$ cat src/rtl/sbuf_pkg.sv
package sbuf_pkg;

    typedef enum logic [1:0] {
        K_NONE,
        K_BUF_RD,
        K_BUF_WR,
        K_PAGE
    } op_kind_e;

    typedef struct packed {
        op_kind_e kind;
        logic     bsel;
    } op_dec_t;

    typedef enum logic [2:0] {
        ST_IDLE,
        ST_OPCODE,
        ST_HEADER,
        ST_DUMMY,
        ST_RDATA,
        ST_WDATA,
        ST_PAGE_WAIT,
        ST_IGNORE
    } fe_state_e;

    function automatic op_dec_t decode_op(input logic [7:0] op);
        op_dec_t d;
        d.kind = K_NONE;
        d.bsel = 1'b0;
        case (op)
            8'h54: begin d.kind = K_BUF_RD; d.bsel = 1'b0; end
            8'h56: begin d.kind = K_BUF_RD; d.bsel = 1'b1; end
            8'h84: begin d.kind = K_BUF_WR; d.bsel = 1'b0; end
            8'h87: begin d.kind = K_BUF_WR; d.bsel = 1'b1; end
            8'h53, 8'h60, 8'h83, 8'h88, 8'h58: begin d.kind = K_PAGE; d.bsel = 1'b0; end
            8'h55, 8'h61, 8'h86, 8'h89, 8'h59: begin d.kind = K_PAGE; d.bsel = 1'b1; end
            default: begin d.kind = K_NONE; d.bsel = 1'b0; end
        endcase
        return d;
    endfunction

endpackage

$ cat src/rtl/sbuf_sync.sv
module sbuf_sync #(
    parameter int STAGES = 2
) (
    input  logic clk,
    input  logic rst_n,
    input  logic sck_i,
    input  logic cs_n_i,
    input  logic mosi_i,
    output logic sck_lvl,
    output logic mosi_lvl,
    output logic sck_rise,
    output logic sck_fall,
    output logic cs_fall,
    output logic cs_rise
);
    logic [STAGES:0] sck_p, cs_p, mosi_p;

    always_ff @(posedge clk or negedge rst_n) begin
        if (!rst_n) begin
            sck_p  <= '0;
            cs_p   <= '1;
            mosi_p <= '0;
        end else begin
            sck_p  <= {sck_p[STAGES-1:0], sck_i};
            cs_p   <= {cs_p[STAGES-1:0], cs_n_i};
            mosi_p <= {mosi_p[STAGES-1:0], mosi_i};
        end
    end

    assign sck_lvl  = sck_p[STAGES-1];
    assign mosi_lvl = mosi_p[STAGES-1];
    assign sck_rise = sck_p[STAGES-1] & ~sck_p[STAGES];
    assign sck_fall = ~sck_p[STAGES-1] & sck_p[STAGES];
    assign cs_fall  = ~cs_p[STAGES-1] & cs_p[STAGES];
    assign cs_rise  = cs_p[STAGES-1] & ~cs_p[STAGES];
endmodule

$ cat src/rtl/sbuf_mem.sv
module sbuf_mem #(
    parameter int DEPTH  = 264,
    parameter int ADDR_W = 9
) (
    input  logic              clk,
    input  logic              we,
    input  logic [ADDR_W-1:0] waddr,
    input  logic [7:0]        wdata,
    input  logic [ADDR_W-1:0] raddr,
    output logic [7:0]        rdata
);
    logic [7:0] mem [DEPTH];

    always_ff @(posedge clk) begin
        if (we) mem[waddr] <= wdata;
    end

    assign rdata = mem[raddr];
endmodule

$ cat src/rtl/sbuf_frontend.sv
module sbuf_frontend
    import sbuf_pkg::*;
#(
    parameter int BUF_BYTES   = 264,
    parameter int ADDR_W      = 9,
    parameter int PAGE_W      = 11,
    parameter int HDR_BITS    = 24,
    parameter int DUMMY_BITS  = 8,
    parameter int SYNC_STAGES = 2
) (
    input  logic              clk,
    input  logic              rst_n,
    input  logic              spi_sck,
    input  logic              spi_cs_n,
    input  logic              spi_mosi,
    output logic              spi_so,
    output logic              spi_so_en,
    output logic              mode_is3,
    input  logic              seq_busy,
    input  logic              seq_buf,
    output logic              cmd_stb,
    output logic [7:0]        cmd_opcode,
    output logic              cmd_buf,
    output logic [PAGE_W-1:0] cmd_page
);
    localparam int NUM_BUFS = 2;
    localparam int CNT_W    = $clog2(HDR_BITS);
    localparam logic [CNT_W-1:0] OP_LAST  = CNT_W'(7);
    localparam logic [CNT_W-1:0] HDR_LAST = CNT_W'(HDR_BITS - 1);
    localparam logic [CNT_W-1:0] DUM_LAST = CNT_W'(DUMMY_BITS - 1);
    localparam logic [CNT_W-1:0] BYTE_LAST = CNT_W'(7);
    localparam logic [ADDR_W-1:0] LAST_ADDR = ADDR_W'(BUF_BYTES - 1);

    logic sck_lvl, mosi_lvl, sck_rise, sck_fall, cs_fall, cs_rise;

    sbuf_sync #(.STAGES(SYNC_STAGES)) u_sync (
        .clk(clk), .rst_n(rst_n),
        .sck_i(spi_sck), .cs_n_i(spi_cs_n), .mosi_i(spi_mosi),
        .sck_lvl(sck_lvl), .mosi_lvl(mosi_lvl),
        .sck_rise(sck_rise), .sck_fall(sck_fall),
        .cs_fall(cs_fall), .cs_rise(cs_rise)
    );

    fe_state_e state, state_n;
    logic [CNT_W-1:0]    cnt;
    logic [HDR_BITS-1:0] sh;
    logic [7:0]          op_q;
    op_dec_t             dec_q;
    logic [ADDR_W-1:0]   addr_q;
    logic [PAGE_W-1:0]   page_q;
    logic [2:0]          rd_bit;
    logic                wr_en;
    logic [ADDR_W-1:0]   wr_addr;
    logic [7:0]          wr_data;
    logic                wr_buf;
    logic [7:0]          rd_data [NUM_BUFS];

    genvar g;
    generate
        for (g = 0; g < NUM_BUFS; g++) begin : g_buf
            sbuf_mem #(.DEPTH(BUF_BYTES), .ADDR_W(ADDR_W)) u_mem (
                .clk(clk),
                .we(wr_en && (wr_buf == g[0])),
                .waddr(wr_addr), .wdata(wr_data),
                .raddr(addr_q), .rdata(rd_data[g])
            );
        end
    endgenerate

    function automatic logic [ADDR_W-1:0] norm_addr(input logic [ADDR_W-1:0] a);
        return (a > LAST_ADDR) ? ADDR_W'(a - ADDR_W'(BUF_BYTES)) : a;
    endfunction

    function automatic logic [ADDR_W-1:0] next_addr(input logic [ADDR_W-1:0] a);
        return (a >= LAST_ADDR) ? '0 : ADDR_W'(a + 1'b1);
    endfunction

    logic [7:0]          op_full;
    op_dec_t             dec_now;
    logic                op_reject;
    logic [HDR_BITS-1:0] hdr_full;
    logic [7:0]          rd_byte;

    assign op_full  = {sh[6:0], mosi_lvl};
    assign dec_now  = decode_op(op_full);
    assign op_reject = (dec_now.kind == K_NONE)
                    || (seq_busy && dec_now.kind == K_PAGE)
                    || (seq_busy && dec_now.kind != K_PAGE && dec_now.bsel == seq_buf);
    assign hdr_full = {sh[HDR_BITS-2:0], mosi_lvl};
    assign rd_byte  = rd_data[dec_q.bsel];

    // state register
    always_ff @(posedge clk or negedge rst_n) begin
        if (!rst_n) state <= ST_IDLE;
        else        state <= state_n;
    end

    // next-state logic
    always_comb begin
        state_n = state;
        if (cs_rise) begin
            state_n = ST_IDLE;
        end else if (cs_fall) begin
            state_n = ST_OPCODE;
        end else if (sck_rise) begin
            unique case (state)
                ST_IDLE:   state_n = ST_IDLE;
                ST_OPCODE: if (cnt == OP_LAST)
                               state_n = op_reject ? ST_IGNORE : ST_HEADER;
                ST_HEADER: if (cnt == HDR_LAST) begin
                               unique case (dec_q.kind)
                                   K_BUF_RD: state_n = ST_DUMMY;
                                   K_BUF_WR: state_n = ST_WDATA;
                                   K_PAGE:   state_n = ST_PAGE_WAIT;
                                   K_NONE:   state_n = ST_IGNORE;
                               endcase
                           end
                ST_DUMMY:  if (cnt == DUM_LAST) state_n = ST_RDATA;
                ST_RDATA:  state_n = ST_RDATA;
                ST_WDATA:  state_n = ST_WDATA;
                ST_PAGE_WAIT: state_n = ST_IGNORE;
                ST_IGNORE: state_n = ST_IGNORE;
            endcase
        end
    end

    // datapath and outputs
    always_ff @(posedge clk or negedge rst_n) begin
        if (!rst_n) begin
            cnt <= '0; sh <= '0; op_q <= '0; dec_q <= '0;
            addr_q <= '0; page_q <= '0; rd_bit <= '0;
            wr_en <= 1'b0; wr_addr <= '0; wr_data <= '0; wr_buf <= 1'b0;
            spi_so <= 1'b0; spi_so_en <= 1'b0; mode_is3 <= 1'b1;
            cmd_stb <= 1'b0; cmd_opcode <= '0; cmd_buf <= 1'b0; cmd_page <= '0;
        end else begin
            wr_en   <= 1'b0;
            cmd_stb <= 1'b0;
            if (cs_rise) begin
                spi_so_en <= 1'b0;
                if (state == ST_PAGE_WAIT) begin
                    cmd_stb    <= 1'b1;
                    cmd_opcode <= op_q;
                    cmd_buf    <= dec_q.bsel;
                    cmd_page   <= page_q;
                end
            end else if (cs_fall) begin
                mode_is3  <= sck_lvl;
                cnt       <= '0;
                spi_so_en <= 1'b0;
            end else if (sck_rise) begin
                unique case (state)
                    ST_OPCODE: begin
                        sh  <= hdr_full;
                        cnt <= (cnt == OP_LAST) ? '0 : cnt + 1'b1;
                        if (cnt == OP_LAST) begin
                            op_q  <= op_full;
                            dec_q <= dec_now;
                        end
                    end
                    ST_HEADER: begin
                        sh  <= hdr_full;
                        cnt <= (cnt == HDR_LAST) ? '0 : cnt + 1'b1;
                        if (cnt == HDR_LAST) begin
                            addr_q <= norm_addr(hdr_full[ADDR_W-1:0]);
                            page_q <= hdr_full[ADDR_W +: PAGE_W];
                        end
                    end
                    ST_DUMMY: begin
                        cnt <= (cnt == DUM_LAST) ? '0 : cnt + 1'b1;
                        if (cnt == DUM_LAST) begin
                            spi_so_en <= 1'b1;
                            rd_bit    <= '0;
                        end
                    end
                    ST_WDATA: begin
                        sh  <= hdr_full;
                        cnt <= (cnt == BYTE_LAST) ? '0 : cnt + 1'b1;
                        if (cnt == BYTE_LAST) begin
                            wr_en   <= 1'b1;
                            wr_buf  <= dec_q.bsel;
                            wr_addr <= addr_q;
                            wr_data <= op_full;
                            addr_q  <= next_addr(addr_q);
                        end
                    end
                    ST_IDLE, ST_RDATA, ST_PAGE_WAIT, ST_IGNORE: ;
                endcase
            end else if (sck_fall && state == ST_RDATA) begin
                spi_so <= rd_byte[3'd7 - rd_bit];
                rd_bit <= rd_bit + 1'b1;
                if (rd_bit == 3'd7) addr_q <= next_addr(addr_q);
            end
        end
    end
endmodule

$ cat config.mk
export PLATFORM = sky130hd
export DESIGN_NAME = sbuf_frontend
export DESIGN_NICKNAME = d
export VERILOG_FILES = /design/src/rtl/sbuf_pkg.sv /design/src/rtl/sbuf_sync.sv /design/src/rtl/sbuf_mem.sv /design/src/rtl/sbuf_frontend.sv
export SDC_FILE = /design/constraint.sdc
export NUM_CORES = 2
export LEC_CHECK = 0
export BUFFER_PORTS_ARGS = -buffer_cell sky130_fd_sc_hd__buf_2
export CORE_MARGIN = 2
export CORE_UTILIZATION = 57
export CTS_CLUSTER_DIAMETER = 120
export DETAILED_ROUTE_END_ITERATION = 12
export PLACE_DENSITY = 0.78
export SYNTH_ARGS = -nofsm -noshare
export SYNTH_HDL_FRONTEND = slang
export SYNTH_MEMORY_MAX_BITS = 65536
export SYNTH_SLANG_ARGS = --single-unit
$ cat constraint.sdc
create_clock -name clk -period 7.35 [get_ports clk]
set_input_delay 1.47 -clock clk [delete_from_list [all_inputs] [get_ports clk]]
set_output_delay 1.47 -clock clk [all_outputs]
set_load 0.05 [all_outputs]
==> impl_results.rst <==
.. list-table::
   :header-rows: 1

   * - Metric
     - Value
   * - Minimum clock period
     - 6.008 ns
   * - Total congestion overflow
     - 0
   * - Status
     - finished with violations
   * - Number of iterations in the first detailed-routing pass
     - 7
   * - Total number of yosys warnings
     - 0
   * - Register-to-register setup slack
     - 1.34 ns
   * - DRC errors left
     - 0
   * - Vias in the first global route
     - 88760
   * - Core area
     - 296500 sq um
   * - Number of stages on the worst hold path
     - 0
   * - Final count of hold timing violations
     - 0
   * - Number of setup buffers added after CTS
     - 0
   * - Setup repair after global routing missed its margin
     - no
   * - Number of H-tree levels
     - 5
   * - Area fraction of the dominant cell type after synthesis
     - 74.76%
   * - Root Driver
     - clkbuf_16
   * - Worst path required time
     - 8.18 ns
   * - Sum of net half-perimeters after detailed placement
     - 270.7 mm
   * - Final RePlAce weighted congestion
     - 0.9141
   * - Biggest area contributors in the synthesized netlist
     - edfxtp_1 75%, mux4_2 12%, mux2i_1 2.7%
   * - Ratio of final minimum period to clock period
     - 81.74%
   * - Power density of the placed cells
     - 259.2 nW/um^2
   * - Number of placement rows
     - 200
   * - Total vias in the final route
     - 90360
   * - Cells on worst reg2reg path
     - 10
   * - Type of the worst setup path
     - flip-flop to flip-flop
   * - Maximum fanout count along the critical path
     - 35
   * - Setup TNS
     - 0 ns
   * - Cell area after layout
     - 187400 sq um
   * - Number of maximum-capacitance violations
     - 1
   * - Commonest cells after routing, fill and taps aside
     - 4224 x edfxtp_1, 929 x mux4_2, 613 x nor2_1
   * - Violated checks
     - capacitance limit, slew limit
   * - Global-route wire length before repair
     - 661.5 mm
   * - Max stage delay on crit path
     - 1.12 ns
   * - Clock insertion delay at the later pin of the skew report
     - 0.97 ns
   * - Startpoint type of the worst setup path
     - flip-flop
   * - Top FF cell, synth
     - edfxtp_1
   * - Post-placement cell area
     - 173900 sq um
   * - Maximum VDD drop
     - 0.2401 mV
   * - Leakage dissipation
     - 59.53 nW
   * - Post-synthesis sequential area ratio
     - 76.42%
   * - Share of layout cells above drive strength 1
     - 21.84%
   * - Setup crit end kind
     - flip-flop
   * - Maximum operating frequency
     - 166.4 MHz
   * - Maximum root-to-sink buffer count
     - 4
   * - Total of hold buffers inserted after clock tree synthesis
     - 0
   * - Setup-violating endpoint count in the final report
     - 0
   * - Largest net degree at the start of global routing
     - 269
   * - Net count after synthesis
     - 8309
   * - Master of the slowest instance on the critical path
     - dfrtp_4
   * - Worst r2r src
     - addr_q[0]
   * - Mean routed wirelength per cell
     - 36.70 um
   * - Yosys reg bits
     - 4336
   * - Number of synthesized flops with an enable pin
     - 4224
   * - I/O Buffers
     - 30
   * - P&R area growth vs syn
     - 10.44%
   * - Combined global-route utilization of all metal layers
     - 30.95%
   * - Ratio of routed vias to standard cells
     - 7.087
   * - Worst-path clk slew
     - 0.07 ns
   * - Path type of the worst min-delay path
     - flip-flop to flip-flop
   * - Endpoint of the worst register-to-register path
     - spi_so
   * - Number of antenna-violating nets in the routed design
     - 0
   * - Number of library cell types mapped by synthesis
     - 78
   * - Floorplan die width
     - 549.6 um
   * - Count of instances resized after the clock tree is built
     - 0
   * - Die area
     - 302000 sq um
   * - Number of antenna violations at the first check in global routing
     - 27
   * - Number of buffers added by the clock tree synthesis step
     - 412
   * - Number of top-level pins
     - 31
   * - Multi-input gate area
     - 37060 sq um
   * - Post-synthesis cell area
     - 169700 sq um
   * - Area occupied by registers
     - 129700 sq um
   * - Initial DRC Count
     - 15860
   * - Mean post-synth cell area
     - 20.46 sq um
   * - CP cell instances
     - buf_4, buf_4, mux4_2, mux2i_1, o22ai_1, nor3_1, a211oi_1, nor4_1, o221ai_1, a41o_1
   * - Post-layout net count
     - 8453
   * - Arrival time at the worst endpoint
     - 6.83 ns
   * - Most common cell after layout, fill and taps aside
     - edfxtp_1
   * - Starting density of the core
     - 57.21%
   * - TritonCTS clock tree
     - done
   * - Util after Layout
     - 63.19%
   * - Most area-hungry cell type in the Yosys netlist
     - edfxtp_1
   * - Worst clock skew
     - 0.09005 ns
   * - Slew at the pin closest to its max-slew limit
     - 1.634 ns
   * - Synth Instances
     - 8294
   * - Fill cell instance count of the final layout
     - 18590
   * - DP Cell Count
     - 11960
   * - Max_slew headroom
     - -9.354%
   * - Launch point of the worst hold path
     - u_sync.sck_p[0]
   * - DRT Wirelength
     - 467.9 mm
   * - Slew Limit Fails
     - 95
   * - Share of synthesized flip-flops with an asynchronous set or reset
     - 2.583%
   * - Y dimension of the die
     - 549.6 um
   * - Clock Sink Count
     - 4336
   * - Post-route non-filler standard cell count
     - 12750
   * - Endpoint of the worst hold-timing path
     - u_sync.sck_p[1]
   * - Most Frequent Cell on Critical Path
     - buf_4
-- sequential cells by signal (all words and copies together) (netlist names), 5 cells and up --
name and count:
addr_q 9, cmd_opcode 8, cmd_page 11, cnt 5, g_buf.u_mem.mem 4224, op_q 8
page_q 11, sh 19, wr_addr 9, wr_data 8
-- metal layers --
metal	vias up	track usage [%]	share of wire, %
met5	-	0	0.035
li1	34620	-	-
met3	1512	10.27	15
met4	26	16.28	6.2
met2	7788	46.05	45
met1	46410	40.98	33
-- through the flow --
step	power (W)	setup WS (ns)	hold slack, ns
2_1_floorplan	0.02766	2.951	0.3312
3_3_place_gp	0.02779	1.711	0.3474
3_5_place_dp	0.02781	1.708	0.3387
4_1_cts	0.04852	1.664	0.3608
5_1_grt	0.04946	1.430	0.3680
6_report	0.04856	1.342	0.3570
-- how the worst max path moves through the flow --
stage / start / slack [ns] / cells past startpoint / endpoint
2_1_floorplan: wr_data[0] / 2.95 / 0 / g_buf[0].u_mem.mem[0][0]
3_3_place_gp: addr_q[0] / 1.71 / 10 / spi_so
3_5_place_dp: addr_q[0] / 1.71 / 10 / spi_so
4_1_cts: addr_q[0] / 1.66 / 10 / spi_so
5_1_grt: addr_q[0] / 1.43 / 10 / spi_so
6_report: addr_q[0] / 1.34 / 10 / spi_so
-- cells by family after synthesis --
kind of cell | Yosys count | synth area share, %
AND/OR/NAND/NOR | 1160 | 2.895
flip-flops | 4336 | 76.42
multiplexers | 1473 | 15.60
adder cells (fa/ha/maj) | 8 | 0.05900
AO/OA/AOI/OAI | 770 | 3.164
XOR/XNOR | 6 | 0.03098
buffers and inverters | 541 | 1.828
-- critical path, delay by kind of cell (launching register included) --
kind / cells / cell delay (ns)
simple gates: 2 / 1.48
buf+inv: 2 / 1.32
flops: 1 / 1.12
compound gates: 4 / 1.05
mux: 2 / 0.80
-- cells in the mapped netlist (all sizes together), types with 5 or more instances --
master	instances
nor2b	22
nor3	49
a211oi	31
edfxtp	4224
a32o	7
a21o	7
a221oi	66
a2111oi	6
buf	286
o22ai	76
nor2	618
nand2b	24
and2	24
ha	8
o2111ai	8
inv	20
nand4	14
o211ai	19
clkbuf	234
or2	6
a21oi	142
mux2i	459
and3	8
a22o	11
o221ai	73
o21ai	104
a32oi	9
a311oi	7
o31ai	16
a31oi	32
dfrtp	108
nor4	19
a41oi	5
mux4	929
a22oi	97
nand2	297
mux2	85
nand3	47
a221o	13
-- final cells by class --
type / count / share of cell area, %
diodes: 33 / 0.04407
clock inverters: 237 / 1.249
multi-input cells: 3417 / 19.78
inverters: 21 / 0.04741
repair buffers: 250 / 1.157
well taps: 3939 / 2.630
clock buffers: 516 / 5.871
flip-flops and latches: 4336 / 69.22
-- power by group --
group / switching, W / internal (W)
logic: 0.000269 / 0.000164
registers: 0.000124 / 0.0267
clock network: 0.00927 / 0.0120
Note: power is estimated with default switching activity, not from simulation.
